`src/rtl/pm_pkg.sv`:
```
package pm_pkg;
    localparam int N_EVT = 5;
    localparam int EV_TMR = 0;
    localparam int EV_RING = 1;
    localparam int EV_LAN = 2;
    localparam int EV_BTN = 3;
    localparam int EV_RTC = 4;
    localparam logic [N_EVT-1:0] WAKE_MASK = 5'b11110;

    localparam logic [2:0] A_STS  = 3'd0;
    localparam logic [2:0] A_EN   = 3'd1;
    localparam logic [2:0] A_CTL  = 3'd2;
    localparam logic [2:0] A_LVL2 = 3'd3;
    localparam logic [2:0] A_LVL3 = 3'd4;

    localparam logic [2:0] CODE_S1  = 3'b010;
    localparam logic [2:0] CODE_S3  = 3'b101;
    localparam logic [2:0] CODE_OFF = 3'b111;

    typedef enum logic [1:0] {PW_WORK = 2'd0, PW_S1 = 2'd1, PW_S3 = 2'd2, PW_OFF = 2'd3} pwr_e;
    typedef enum logic [1:0] {CS_C0 = 2'd0, CS_C1 = 2'd1, CS_C2 = 2'd2, CS_C3 = 2'd3} cst_e;
endpackage

```
`src/rtl/pm_edge_sync.sv`:
```
module pm_edge_sync #(
    parameter int STAGES = 2
) (
    input  logic clk,
    input  logic rst_n,
    input  logic din,
    output logic rise
);
    logic [STAGES:0] sh;

    always_ff @(posedge clk or negedge rst_n) begin
        if (!rst_n) sh <= '0;
        else        sh <= {sh[STAGES-1:0], din};
    end

    assign rise = sh[STAGES-1] & ~sh[STAGES];

    // a detected edge lasts one cycle
    p_single_pulse_r4: assert property (@(posedge clk) disable iff (!rst_n)
        rise |=> !rise);
endmodule

```
`src/rtl/pm_event_regs.sv`:
```
module pm_event_regs #(
    parameter int NE = 5
) (
    input  logic          clk,
    input  logic          rst_n,
    input  logic [NE-1:0] set_vec,
    input  logic          wr_sts,
    input  logic          wr_enr,
    input  logic [NE-1:0] wbits,
    output logic [NE-1:0] sts,
    output logic [NE-1:0] en
);
    always_ff @(posedge clk or negedge rst_n) begin
        if (!rst_n) begin
            sts <= '0;
        end else if (wr_sts) begin
            sts <= (sts & ~wbits) | set_vec;
        end else begin
            sts <= sts | set_vec;
        end
    end

    always_ff @(posedge clk or negedge rst_n) begin
        if (!rst_n)      en <= '0;
        else if (wr_enr) en <= wbits;
    end

    // write-one clears when no event coincides
    p_w1c_r1: assert property (@(posedge clk) disable iff (!rst_n)
        (wr_sts && wbits[0] && !set_vec[0]) |=> !sts[0]);
    // an event always leaves its bit set
    p_hw_wins_r1: assert property (@(posedge clk) disable iff (!rst_n)
        set_vec[2] |=> sts[2]);
endmodule

```
`src/rtl/pm_cstate.sv`:
```
module pm_cstate
    import pm_pkg::*;
(
    input  logic clk,
    input  logic rst_n,
    input  logic in_work,
    input  logic halt,
    input  logic lvl2,
    input  logic lvl3,
    input  logic brk,
    output cst_e cs
);
    cst_e cs_nxt;

    always_ff @(posedge clk or negedge rst_n) begin
        if (!rst_n) cs <= CS_C0;
        else        cs <= cs_nxt;
    end

    always_comb begin
        cs_nxt = cs;
        if (!in_work) begin
            cs_nxt = CS_C0;
        end else begin
            unique case (cs)
                CS_C0: begin
                    if (lvl3)      cs_nxt = CS_C3;
                    else if (lvl2) cs_nxt = CS_C2;
                    else if (halt) cs_nxt = CS_C1;
                end
                CS_C1, CS_C2, CS_C3: if (brk) cs_nxt = CS_C0;
                default: cs_nxt = CS_C0;
            endcase
        end
    end

    // held at C0 outside the working state
    p_c0_asleep_r7: assert property (@(posedge clk) disable iff (!rst_n)
        !in_work |=> cs == CS_C0);
    // lone halt in C0 enters C1
    p_halt_r6: assert property (@(posedge clk) disable iff (!rst_n)
        (in_work && cs == CS_C0 && halt && !lvl2 && !lvl3) |=> cs == CS_C1);
endmodule

```
`src/rtl/pm_sleep_fsm.sv`:
```
module pm_sleep_fsm
    import pm_pkg::*;
(
    input  logic       clk,
    input  logic       rst_n,
    input  logic       sleep_cmd,
    input  logic [2:0] code,
    input  logic       wake,
    output pwr_e       st,
    output logic       lite_n,
    output logic       deep_n,
    output logic       off_n
);
    pwr_e st_nxt;

    always_ff @(posedge clk or negedge rst_n) begin
        if (!rst_n) st <= PW_WORK;
        else        st <= st_nxt;
    end

    always_comb begin
        st_nxt = st;
        unique case (st)
            PW_WORK: begin
                if (sleep_cmd) begin
                    if (code == CODE_S1)       st_nxt = PW_S1;
                    else if (code == CODE_S3)  st_nxt = PW_S3;
                    else if (code == CODE_OFF) st_nxt = PW_OFF;
                end
            end
            PW_S1, PW_S3, PW_OFF: if (wake) st_nxt = PW_WORK;
            default: st_nxt = PW_WORK;
        endcase
    end

    always_comb begin
        lite_n = 1'b1;
        deep_n = 1'b1;
        off_n  = 1'b1;
        unique case (st)
            PW_WORK: ;
            PW_S1:   lite_n = 1'b0;
            PW_S3:   begin lite_n = 1'b0; deep_n = 1'b0; end
            PW_OFF:  begin lite_n = 1'b0; deep_n = 1'b0; off_n = 1'b0; end
            default: ;
        endcase
    end

    // enabled wake leaves any sleep state
    p_wake_r10: assert property (@(posedge clk) disable iff (!rst_n)
        (st != PW_WORK && wake) |=> st == PW_WORK);
    // reserved code keeps the block working
    p_reserved_r8: assert property (@(posedge clk) disable iff (!rst_n)
        (st == PW_WORK && sleep_cmd && code != CODE_S1 && code != CODE_S3
         && code != CODE_OFF) |=> st == PW_WORK);
endmodule

```
`src/rtl/pm_event_ctrl.sv`:
```
module pm_event_ctrl
    import pm_pkg::*;
#(
    parameter int ADDR_W = 3,
    parameter int DATA_W = 8,
    parameter int SYNC_STAGES = 2
) (
    input  logic              clk,
    input  logic              rst_n,
    input  logic              bus_wr,
    input  logic              bus_rd,
    input  logic [ADDR_W-1:0] bus_addr,
    input  logic [DATA_W-1:0] bus_wdata,
    output logic [DATA_W-1:0] bus_rdata,
    input  logic              cpu_halt,
    input  logic              tmr_ovf,
    input  logic              ring_in,
    input  logic              lan_wake,
    input  logic              pwr_btn,
    input  logic              rtc_alarm,
    output logic              sci,
    output logic              smi,
    output logic [1:0]        cstate,
    output logic [1:0]        pwr_state,
    output logic              sus_lite_n,
    output logic              sus_deep_n,
    output logic              soft_off_n
);
    localparam int N_ASYNC = 2;
    localparam int SLP_BIT = 4;

    logic [N_ASYNC-1:0] async_in, async_rise;
    logic [N_EVT-1:0]   set_vec, sts, en, hit;
    logic               wr_sts, wr_enr, wr_ctl, rd_l2, rd_l3;
    logic               route_sci;
    logic [2:0]         slp_code;
    logic               pending, wake_req;
    pwr_e               pst;
    cst_e               cst;
    logic               unused_bits;

    assign unused_bits = ^bus_wdata[DATA_W-1:N_EVT];

    assign async_in = {pwr_btn, ring_in};
    for (genvar g = 0; g < N_ASYNC; g++) begin : g_sync
        pm_edge_sync #(.STAGES(SYNC_STAGES)) u_sync (
            .clk(clk), .rst_n(rst_n), .din(async_in[g]), .rise(async_rise[g]));
    end

    always_comb begin
        set_vec          = '0;
        set_vec[EV_TMR]  = tmr_ovf;
        set_vec[EV_RING] = async_rise[0];
        set_vec[EV_LAN]  = lan_wake;
        set_vec[EV_BTN]  = async_rise[1];
        set_vec[EV_RTC]  = rtc_alarm;
    end

    assign wr_sts = bus_wr && bus_addr == A_STS;
    assign wr_enr = bus_wr && bus_addr == A_EN;
    assign wr_ctl = bus_wr && bus_addr == A_CTL;
    assign rd_l2  = bus_rd && bus_addr == A_LVL2;
    assign rd_l3  = bus_rd && bus_addr == A_LVL3;

    pm_event_regs #(.NE(N_EVT)) u_regs (
        .clk(clk), .rst_n(rst_n), .set_vec(set_vec), .wr_sts(wr_sts),
        .wr_enr(wr_enr), .wbits(bus_wdata[N_EVT-1:0]), .sts(sts), .en(en));

    always_ff @(posedge clk or negedge rst_n) begin
        if (!rst_n) begin
            route_sci <= 1'b0;
            slp_code  <= '0;
        end else if (wr_ctl) begin
            route_sci <= bus_wdata[0];
            slp_code  <= bus_wdata[3:1];
        end
    end

    assign hit      = sts & en;
    assign pending  = |hit;
    assign wake_req = |(hit & WAKE_MASK);
    assign sci      = pending & route_sci;
    assign smi      = pending & ~route_sci;

    pm_cstate u_cst (
        .clk(clk), .rst_n(rst_n), .in_work(pst == PW_WORK), .halt(cpu_halt),
        .lvl2(rd_l2), .lvl3(rd_l3), .brk(pending | wr_ctl), .cs(cst));

    pm_sleep_fsm u_fsm (
        .clk(clk), .rst_n(rst_n), .sleep_cmd(wr_ctl && bus_wdata[SLP_BIT]),
        .code(bus_wdata[3:1]), .wake(wake_req), .st(pst),
        .lite_n(sus_lite_n), .deep_n(sus_deep_n), .off_n(soft_off_n));

    assign cstate    = cst;
    assign pwr_state = pst;

    always_comb begin
        bus_rdata = '0;
        if (bus_rd) begin
            unique case (bus_addr)
                A_STS:   bus_rdata[N_EVT-1:0] = sts;
                A_EN:    bus_rdata[N_EVT-1:0] = en;
                A_CTL:   bus_rdata[3:0] = {slp_code, route_sci};
                default: bus_rdata = '0;
            endcase
        end
    end

    // the two interrupt outputs never coincide
    p_route_excl_r3: assert property (@(posedge clk) disable iff (!rst_n)
        !(sci && smi));
    // sleep-enable never reads back
    p_slp_rd0_r8: assert property (@(posedge clk) disable iff (!rst_n)
        (bus_rd && bus_addr == A_CTL) |-> !bus_rdata[SLP_BIT]);
endmodule

```
`config.mk`:
```
export PLATFORM = sky130hd
export DESIGN_NAME = pm_event_ctrl
export DESIGN_NICKNAME = d
export VERILOG_FILES = /design/src/rtl/pm_pkg.sv /design/src/rtl/pm_edge_sync.sv /design/src/rtl/pm_event_regs.sv /design/src/rtl/pm_cstate.sv /design/src/rtl/pm_sleep_fsm.sv /design/src/rtl/pm_event_ctrl.sv
export SDC_FILE = /design/constraint.sdc
export NUM_CORES = 1
export LEC_CHECK = 0
export BUFFER_PORTS_ARGS = -buffer_cell sky130_fd_sc_hd__buf_4
export CAP_MARGIN = 5
export CORE_MARGIN = 5
export CORE_UTILIZATION = 52
export CTS_CLUSTER_SIZE = 8
export DETAILED_ROUTE_END_ITERATION = 8
export PLACE_DENSITY = 0.88
export SYNTH_ARGS = -nofsm -noshare
export SYNTH_HDL_FRONTEND = slang
export SYNTH_SLANG_ARGS = --single-unit
```
`constraint.sdc`:
```
create_clock -name clk -period 4.39 [get_ports clk]
set_clock_uncertainty 0.2 [all_clocks]
set_input_delay 0 -clock clk [delete_from_list [all_inputs] [get_ports clk]]
set_output_delay 0 -clock clk [all_outputs]
set_load 0.02 [all_outputs]
```
# Word-level counts from Yosys, hierarchy flattened
# Cells that the tools add are included.
# totals
wordCells,74
ff_bits,24
mem_bits_rw,0
input_bits,21
latch_bits,0
output_inout_bits,17
rom_bits,0
mem_count,0
# op_classes
mux,19
mul,0
addsub,0
div,0
shifts,0
n_lt_le_gt_ge,0
n_reduce_logical,16
eq_ne,18
bitwise,13
# ops
operator,n
$mux W2,10
$pmux W4 S3,1
$and A5 B5 Y5,2
$mux W5,2
$or A5 B5 Y5,2
$eq A3 B2 Y1 const B,3
$eq A3 B3 Y1 const B,3
$eq A2 B2 Y1 const B,4
$pmux W2 S2,2
$logic_and A1 B1 Y1,6
$reduce_or A3 Y1,2
$ne A5 B5 Y1 const B,1
$not A5 Y5,1
$reduce_or A5 Y1,1
$and A1 B1 Y1,4
$eq A2 B1 Y1 const B,2
$logic_not A2 Y1,2
$ne A2 B1 Y1 const B,2
$ne A4 B1 Y1 const B,1
$reduce_or A4 Y1,1
$eq A3 B1 Y1 const B,1
$logic_not A3 Y1,1
$mux W1,3
$ne A3 B3 Y1 const B,1
other kinds (6),8

# Longest topological paths before layout
# Gate-level depths: netlist of run 1.
# logic_depth
word_depth,6
mapped_depth,5
depth_no_buf,4

# Cells and area by module
# Synthesis of run 1 repeated with hierarchy kept, for this count alone.
# hier_totals
cells_unflattened,102
area_unflattened_um2,1163.6
# by_module_without_submodules
mod,instances,cells_each,area_per_inst_um2,seq_area_each_um2
pm_event_ctrl,1,48,419.2,100.1
pm_event_regs,1,25,362.8,250.2
pm_edge_sync,2,4,88.8,75.1
pm_sleep_fsm,1,10,105.1,50.0
pm_cstate,1,11,98.8,50.0

# Worst setup path before layout of run 1
# OpenSTA, ideal clock, no wires.
# synth_timing
path_kind,register to register
from,register u_fsm.st[1]
to,register u_fsm.st[1]
period_less_slack_ns,1.497
t_required_ns,4.124
n_path_buf,0
arrival_ns,1.231
setup_ns,0.066
stages_incl_launch_ff,4
slack_ns,2.893
cell_sequence,dfrtp_1 nor2_1 and3_1 a32o_2
# synth_via
elab_chain_cells,4
elab_cells_between_ends,10
classes_between,eq/ne: 6; mux: 1; reduce/logical: 3
# synth_lines
item,line_no,text
from (decl),pm_sleep_fsm.sv:9,"output pwr_e st,"
from (signal assigned),pm_sleep_fsm.sv:18,else st <= st_nxt;
$eq A2 B1 Y1 or $eq A2 B2 Y1 (tied branches),pm_sleep_fsm.sv:23,unique case (st)
$reduce_or A3 Y1 (no source line),n/a,
$ne A2 B1 Y1 (no source line),n/a,
$reduce_and A3 Y1 (no source line),n/a,
# Several ways; a longest one is shown, not always the timed one.
# A chain may end at the register's enable or synchronous reset.

# Worst setup path in the final report of run 1
# layout_timing
from,input bus_addr[1]
to,register slp_code[1]
# layout_via
elab_chain_cells,2
# layout_lines
item,line_no,text
from (decl),pm_event_ctrl.sv:12,"input logic [ADDR_W-1:0] bus_addr,"
$eq A3 B2 Y1,pm_event_ctrl.sv:61,assign wr_ctl = bus_wr && bus_addr == A_CTL;
$logic_and A1 B1 Y1,pm_event_ctrl.sv:61,
to (signal assigned),pm_event_ctrl.sv:75,slp_code <= bus_wdata[3:1];
to (decl),pm_event_ctrl.sv:36,logic [2:0] slp_code;
# Every way passes these cells.

==> flow_summary.json, run 1 <==
{
  "ys.flop_type": "dfrtp_1",
  "syn-cell-area_um2": 1140,
  "critPathSlowestCell": "dlygate4sd3_1",
  "post_cts.repair.setup_buffers": 0,
  "cts_tree": "built",
  "postCtsResizedCells": 0,
  "antenna_cells": 0,
  "die_x_um": 56.7,
  "cts-root-buf": "clkbuf_4",
  "clock_path_buffers": 2,
  "syn2layout_area_growth_pct": 43.9,
  "coreArea_um2": 2150,
  "drtPass1Iterations": 4,
  "worst_path_most_repeated_cell": "dlygate4sd3_1",
  "synth-compound-area-share": 0.119,
  "htreeDepth": 1,
  "postRouteAntennaNets": 0,
  "wl_per_cell_um": 15.8,
  "finalNetCount": 179,
  "postLayoutCellArea_um2": 1640,
  "path_cells": "dlygate4sd3_1, buf_4, inv_4, nor4b_4, dlygate4sd3_1, mux2_2",
  "wl_um": 2900,
  "multi_input_area_um2": 487,
  "seq_area_frac_synth": 0.529,
  "synth_cell_types": 31,
  "grt_pass1_vias": 1067,
  "whs_ns": 0.145,
  "period_minus_slack_ns": 2.23,
  "layout_common_cells": "buf_4, dfrtp_1, dlygate4sd3_1",
  "register_area_um2": 601,
  "grt_antenna_before_repair": 0,
  "ctsHoldBuffers": 23,
  "numCtsBuffers": 3,
  "start_kind": "primary input",
  "gp_congestion": 0.843,
  "ios": 38,
  "syn_inst": 101,
  "grt_overflow": 0,
  "track_usage": 0.196,
  "ir_worst_vdd_mv": 0.247,
  "post-route-period-util": 0.508,
  "clk_pin_slew_ns": 0.12,
  "synth-simple-area-share": 0.159,
  "io_buffers": 31,
  "worst_pin_slew_ns": 1.03,
  "final_common_cell": "buf_4",
  "critPathTopFamily": "buffers and inverters",
  "synth_fa_ha_area_frac": 0,
  "synth_top_area_share": 0.529,
  "hold_viol": 0,
  "ys_ff_latch": 24,
  "end_kind": "register",
  "crit_fanout": 10,
  "grt_max_degree": 25,
  "drv_cap": 0,
  "power_density_nw_per_um2": 302,
  "arrival_ns": 2.22,
  "synthTopCellsByArea": "dfrtp_1, mux2_2, mux2i_1",
  "placementRows": 17,
  "synth_edf_count": 0,
  "rsz0062_at_grt": "no",
  "nFillCells": 125,
  "final.setup.tns_ns": 0,
  "die_y_um": 56.7,
  "post_synth.cell_area_avg_um2": 11.2,
  "place_hpwl_um": 1830,
  "outcome": "completed",
  "synthXorXnorAreaFrac": 0.00771,
  "maxSlewViolCount": 0,
  "cp_num_buf_inv": 4,
  "cp_slowest_stage_delay_ns": 0.63,
  "relSlewSlack": 0.308,
  "via_count": 1011,
  "async_reset_ff_frac": 1.00,
  "vias_per_cell": 5.49,
  "grt_pass1_wl_um": 5000,
  "crit_type": "in2reg",
  "setup_viol_count_final": 0,
  "clock_latency_ns": 0.30,
  "drive_gt1_frac": 0.308,
  "hold_class": "in2reg",
  "max_freq_ghz": 0.449,
  "synth_top_family_by_area": "simple AND/OR/NAND/NOR gates",
  "leakage_nw": 0.746,
  "synth.largest_area_cell": "dfrtp_1",
  "worstPathRequired_ns": 4.38,
  "post_dp_cell_area_um2": 1370,
  "clock_sinks": 24,
  "dieArea_um2": 3220,
  "initial_core_util": 0.529,
  "yosysWarnings": 0,
  "drc": 0,
  "drt-initial-drc-count": 41,
  "synthMuxAreaShare": 0.133
}
==> metal layers <==
metal  vias up  GRT usage  part of all wire
li1        463          -                 -
met1       491      0.232              0.39
met2        47      0.333              0.51
met3        10     0.0460             0.066
met4         0     0.0927             0.028
met5         -          0                 0
==> final cells by class <==
class                           count  share of cell area
Tap cell                           28              0.0214
Sequential cell                    24               0.367
Multi-Input combinational cell     70               0.298
Clock buffer                        3              0.0138
Inverter                            4              0.0107
Timing Repair Buffer               55               0.289
==> state kept, by name, indices dropped and copies added (netlist names) <==
signal and count:
u_regs.en 5, route_sci 1, u_regs.sts 5, u_fsm.st 2
slp_code 3, g_sync.u_sync.sh 6, u_cst.cs 2
==> path summary, 6_finish.rpt <==
check                                       start                endpoint  slack (ns)  cells past startpoint
max                                   bus_addr[1]             slp_code[1]        2.16                      6
min                                       pwr_btn  g_sync[1].u_sync.sh[0]        0.14                      2
max reg2reg                         u_regs.sts[3]             u_cst.cs[1]        2.22                      5
min reg2reg                g_sync[0].u_sync.sh[0]  g_sync[0].u_sync.sh[1]        0.17                      0
max in group asynchronous                   rst_n               route_sci        2.61                      3
min in group asynchronous                   rst_n             u_fsm.st[0]        0.75                      3
==> stage by stage <==
stage / cells / worst slack, ns / power (mW) / util
2_1_floorplan: 103 / 2.89 / 0.339 / -
3_5_place_dp: 157 / 2.83 / 0.387 / 0.639
4_1_cts: 183 / 2.17 / 0.494 / 0.757
5_1_grt: 184 / 2.03 / 0.527 / 0.761
6_report: 184 / 2.16 / 0.494 / 0.761
3_3_place_gp: 157 / 2.88 / 0.381 / 0.639
==> Yosys cell counts (2+ instances only) <==
master    n
mux2_2    9
buf_4     3
a21o_1    3
dfrtp_1  24
a32o_1    2
nand2_1  11
mux2i_1   5
a22oi_1   2
nor4_1    2
inv_1     3
a21oi_1   5
and2_1    2
nor2_1    9
o21ai_0   4
==> report_power, final <==
group / internal, mW / leakage (nW) / switching [mW]
clock network: 0.0319 / 0.0138 / 0.0583
logic: 0.0724 / 0.455 / 0.0653
registers: 0.247 / 0.277 / 0.0195
==> cell families (layout without fill, tap and decap cells) <==
kind of cell / count (synthesis) / after routing
AND/OR/NAND/NOR: 32 / 32
AO/OA/AOI/OAI: 20 / 20
XOR/XNOR: 1 / 1
multiplexers: 14 / 14
flip-flops: 24 / 24
buffers and inverters: 9 / 62
other: 1 / 3
No activity file was read; power rests on OpenSTA's default activity.
==> run 2, diff against run 1 <==
- CORE_UTILIZATION: 52 -> 44
- PLACE_DENSITY: 0.88 -> 0.8
- clock period: 4.39 -> 1.91 ns (I/O delays scaled with it)
==> run 2 against run 1 <==
  * Setup slack lost 2.1 ns
  * Wire length shrank 6.7%
  * Die area increased by 15%
  * Utilization fell by 10 points
  * Sequential power grew 130%
  * Clock-buffer cell count did not move
  * Final cell count unchanged
  * Cell area grew 0.15%
  * Combinational power rose by 120%
  * Largest cell class unchanged
  * Highest routed layer unchanged
==> flow_summary.json, run 2 (synthesis results as in run 1) <==
{
  "period_minus_slack_ns": 1.80,
  "wl_per_cell_um": 14.7,
  "syn2layout_area_growth_pct": 44.2,
  "grt_max_degree": 25,
  "clock_path_buffers": 2,
  "initial_core_util": 0.459,
  "crit_type": "in2reg",
  "regToRegSetupSlack_ns": 0.30,
  "clock_latency_ns": 0.30,
  "coreArea_um2": 2480,
  "hold_path_end": "u_cst.cs[1]",
  "r2r_end": "u_cst.cs[0]",
  "die_y_um": 60.8,
  "numCtsBuffers": 3,
  "critPathTopFamily": "buffers and inverters",
  "ir_worst_vdd_mv": 0.725,
  "postRouteAntennaNets": 0,
  "via_count": 986,
  "cts-root-buf": "clkbuf_4",
  "vias_per_cell": 5.36,
  "r2r-start": "u_regs.en[2]",
  "dieArea_um2": 3700,
  "power_density_nw_per_um2": 775,
  "cp_slowest_stage_delay_ns": 0.56,
  "clock_sinks": 24,
  "rsz0062_at_grt": "no",
  "outcome": "completed",
  "hold_start": "bus_addr[2]",
  "worst_path_most_repeated_cell": "dlygate4sd3_1",
  "final.setup.tns_ns": 0,
  "place_hpwl_um": 1910,
  "cts_tree": "built",
  "maxSlewViolCount": 0,
  "grt_overflow": 0,
  "track_usage": 0.156,
  "hold_viol": 0,
  "drv_cap": 0,
  "finalPower_mw": 1.27,
  "die_x_um": 60.8,
  "arrival_ns": 1.81,
  "finalNetCount": 176,
  "nFillCells": 201,
  "drive_gt1_frac": 0.318,
  "regMostFlops": "g_sync.u_sync.sh",
  "cp_num_buf_inv": 3,
  "hold_class": "in2reg",
  "drtPass1Iterations": 4,
  "start_kind": "primary input",
  "r2r_cells": 4,
  "grt_antenna_before_repair": 0,
  "crit_fanout": 6,
  "drt-initial-drc-count": 29,
  "clk_pin_slew_ns": 0.13,
  "max_freq_ghz": 0.554,
  "worstPathRequired_ns": 1.92,
  "io_buffers": 31,
  "drc": 0,
  "post_cts.repair.setup_buffers": 0,
  "layout_common_cells": "buf_4, dfrtp_1, dlygate4sd3_1",
  "placed_cells": 159,
  "path_cells": "dlygate4sd3_1, buf_4, nand2b_1, o21ai_1, o21ai_0, dlygate4sd3_1, a22o_1",
  "antenna_cells": 0,
  "setup_viol_count_final": 0,
  "leakage_nw": 0.747,
  "final_common_cell": "buf_4",
  "placementRows": 18,
  "wl_um": 2710,
  "grt_pass1_wl_um": 4400,
  "ios": 38,
  "largest_register_ffs": 6,
  "largest_registers": "g_sync.u_sync.sh: 6 flops, u_regs.en: 5 flops, u_regs.sts: 5 flops",
  "instances_no_fill": 184,
  "htreeDepth": 1,
  "end_kind": "register",
  "hold_depth": 4,
  "grt_pass1_vias": 991,
  "critPathSlowestCell": "dlygate4sd3_1",
  "gp_congestion": 0.835,
  "post-route-period-util": 0.945
}
==> run 2: cell count changes in the layout (fill, tap and decap cells not counted), sizes merged <==
cell         change
bufinv           +1
dlygate4sd3      -3
==> run 2: power breakdown <==
part	internal, mW	switching [mW]	leakage, nW
Clock	0.212	0.144	0.0279
Combinational	0.157	0.144	0.441
Sequential	0.567	0.0438	0.277
==> run 2: metal layers <==
metal  wire length, um  part of all wire  vias to the layer above  global-route usage
li1                  -                 -                      461                   -
met1              1160              0.43                      483               0.204
met2              1310              0.48                       38               0.261
met3               215             0.079                        4              0.0277
met4                25            0.0092                        0              0.0495
met5                 0                 0                        -                   0
==> run 2: worst max path at each step <==
stage	depth (start not counted)	endpoint	startpoint
after floorplan	3	u_fsm.st[1]	u_fsm.st[1]
after global placement	4	u_cst.cs[0]	u_regs.sts[2]
after global routing	7	u_cst.cs[0]	bus_rd
after CTS	3	u_regs.sts[0]	rst_n
final	7	u_cst.cs[0]	bus_rd
after detailed placement	4	u_cst.cs[0]	u_regs.en[2]
==> run 2: area by class of cell <==
cell class,count,area [um2],area share
clock buffer,3,22.5,0.0138
clock inverter,1,30.0,0.0183
inverter,4,17.5,0.0107
multi-input combinational,70,487,0.297
sequential,24,601,0.367
tap,30,37.5,0.0229
timing repair buffer,52,443,0.270
==> run 2: through the flow <==
stage | instance area (um2) | hold WS, ns | utilization | setup slack (ns)
after floorplan | 1140 | -0.496 | - | 0.413
after global placement | 1380 | -0.293 | 0.555 | 0.387
after detailed placement | 1380 | -0.285 | 0.555 | 0.326
after CTS | 1640 | 0.00857 | 0.661 | 0.0486
after global routing | 1640 | 0.0346 | 0.661 | 0.0336
final | 1640 | 0.0214 | 0.661 | 0.105
==> run 2: worst min-delay path: stages <==
cell and delay [ns]:
buf_4 0.13, nand2_1 0.06, o22ai_1 0.14, a32o_1 0.17
==> run 2: timing repair <==
action,4_1_cts,5_1_grt
hold buffers,21,1
endpoints found under the hold margin,44,24
setup endpoints to repair,0,25
gates resized for setup,0,1
==> run 3, diff against run 2 <==
- CORE_UTILIZATION: 44 -> 46
- CTS_BUF_LIST: not set -> sky130_fd_sc_hd__clkbuf_2
- PLACE_DENSITY: 0.8 -> 0.83
==> run 3 against run 2 <==
  * Non-clock buffer count is 4 higher
  * Clock-buffer cell count stayed put
  * Setup slack better by 0.060 ns
  * Register-to-register slack worse by 0.05 ns
  * Critical path depth is 3 lower
  * Total power is 11% lower
==> flow_summary.json, run 3 (synthesis results as in run 1) <==
{
  "placementRows": 18,
  "dr_wl_met3_um": 159,
  "gp_congestion": 0.846,
  "final.setup.tns_ns": 0,
  "syn2layout_area_growth_pct": 44.8,
  "route.met2.wl_um": 1480,
  "vias_per_cell": 5.22,
  "drt-initial-drc-count": 37,
  "hold_class": "in2reg",
  "grt_pass1_vias": 949,
  "setup_viol_count_final": 0,
  "worstPathRequired_ns": 1.71,
  "power_frac_seq": 0.545,
  "highest_layer": "met4",
  "outcome": "completed",
  "max_freq_ghz": 0.573,
  "drv_cap": 0,
  "end_kind": "primary output",
  "cts_tree": "built",
  "final_common_cell": "buf_4",
  "grt_antenna_before_repair": 0,
  "p_clk_frac": 0.168,
  "finalWorstSetupSlack_ns": 0.165,
  "largest_registers": "g_sync.u_sync.sh: 6 flops, u_regs.en: 5 flops, u_regs.sts: 5 flops",
  "clk_pin_slew_ns": 0.22,
  "drtPass1Iterations": 4,
  "p_switching_mw": 0.343,
  "dp_slack_ns": 0.316,
  "drive_gt1_frac": 0.312,
  "coreArea_um2": 2410,
  "clock_latency_ns": 0.34,
  "largest_register_ffs": 6,
  "clock_sinks": 24,
  "cp_slowest_stage_delay_ns": 0.44,
  "path_cells": "a22oi_1, nand3_1, and2_1, buf_4",
  "layout_common_cells": "buf_4, dlygate4sd3_1, dfrtp_1",
  "htreeDepth": 1,
  "io_buffers": 31,
  "post_dp_cell_area_um2": 1380,
  "crit_fanout": 3,
  "rsz0062_at_grt": "no",
  "postRouteAntennaNets": 0,
  "cts-root-buf": "clkbuf_2",
  "die_y_um": 59.7,
  "cp_num_buf_inv": 1,
  "crit_type": "reg2out",
  "critPathTopFamily": "flip-flops",
  "finalNetCount": 180,
  "drc": 0,
  "wl_um": 2830,
  "postLayoutCellArea_um2": 1650,
  "initial_core_util": 0.471,
  "via_count": 977,
  "grt_pass1_wl_um": 4460,
  "arrival_ns": 1.54,
  "power_density_nw_per_um2": 685,
  "pwr-share-comb": 0.287,
  "post-route-period-util": 0.913,
  "wl_per_cell_um": 15.1,
  "internal-power_mw": 0.784,
  "post_cts.repair.setup_buffers": 0,
  "maxSlewViolCount": 0,
  "track_usage": 0.173,
  "critPathSlowestCell": "dfrtp_1",
  "grt_max_degree": 25,
  "hold_viol": 0,
  "numCtsBuffers": 3,
  "nFillCells": 197,
  "ir_worst_vdd_mv": 0.583,
  "ios": 38,
  "leakage_nw": 0.751,
  "period_minus_slack_ns": 1.74,
  "regMostFlops": "g_sync.u_sync.sh",
  "dieArea_um2": 3560,
  "clock_path_buffers": 2,
  "die_x_um": 59.7,
  "place_hpwl_um": 1880,
  "p_sw_frac": 0.304,
  "start_kind": "register",
  "grt_overflow": 0,
  "wl_met1_um": 1100,
  "antenna_cells": 0
}
[run 3: cell types whose count changed in the layout (fill, tap and decap cells not counted), sizes merged]
cell         change
bufinv           -1
dlygate4sd3      +4
[run 3: final cells by class]
cell class / instances / area (um2) / share of cell area
Sequential cell: 24 / 601 / 0.365
Inverter: 4 / 17.5 / 0.0106
Multi-Input combinational cell: 70 / 492 / 0.299
Timing Repair Buffer: 56 / 483 / 0.294
Clock buffer: 3 / 15.0 / 0.00913
Tap cell: 30 / 37.5 / 0.0228
[run 3: worst min-delay path, delay by kind of cell]
kind / cells / cell delay [ns]
AOI/OAI and AO/OA: 3 / 0.42
buffers and inverters: 1 / 0.13
[run 3: what timing repair did]
action / in CTS / in global routing
hold buffers: 22 / 4
gates resized for setup: 0 / 1
endpoints found under the hold margin: 44 / 26
setup endpoints to repair: 0 / 25
[run 3: final timing paths]
kind / startpoint / end / slack (ns) / cells after the start
worst max-delay path: u_regs.en[2] / sci / 0.17 / 4
worst min-delay path: bus_addr[2] / u_cst.cs[0] / 0.02 / 4
worst max register to register: u_regs.en[2] / u_cst.cs[0] / 0.25 / 4
worst min register to register: g_sync[0].u_sync.sh[0] / g_sync[0].u_sync.sh[1] / 0.19 / 0
max in group asynchronous: rst_n / u_regs.en[2] / 0.86 / 3
min in group asynchronous: rst_n / u_cst.cs[0] / 0.41 / 3
[run 3: power by group through the flow]
stage | clock (mW) | sequential [mW] | combinational [mW]
finish | 0.189 | 0.614 | 0.323
global route | 0.218 | 0.623 | 0.351
global placement | 0 | 0.615 | 0.263
CTS | 0.193 | 0.612 | 0.314
detailed placement | 0 | 0.621 | 0.273
floorplan | 0 | 0.617 | 0.162
[run 3: routing by layer]
| layer | global-route usage | up-vias |
|---|---|---|
| met5 | 0 | - |
| met4 | 0.0981 | 0 |
| met3 | 0.0302 | 8 |
| met2 | 0.284 | 30 |
| met1 | 0.213 | 475 |
| li1 | - | 464 |
[run 3: per-stage QoR]
stage / hold WS, ns / total power, mW / util / instances
finish: 0.0218 / 1.13 / 0.683 / 187
global route: 0.0227 / 1.19 / 0.683 / 187
CTS: 0.00171 / 1.12 / 0.668 / 184
detailed placement: -0.286 / 0.894 / 0.571 / 159
global placement: -0.293 / 0.878 / 0.571 / 159
floorplan: -0.496 / 0.779 / - / 103
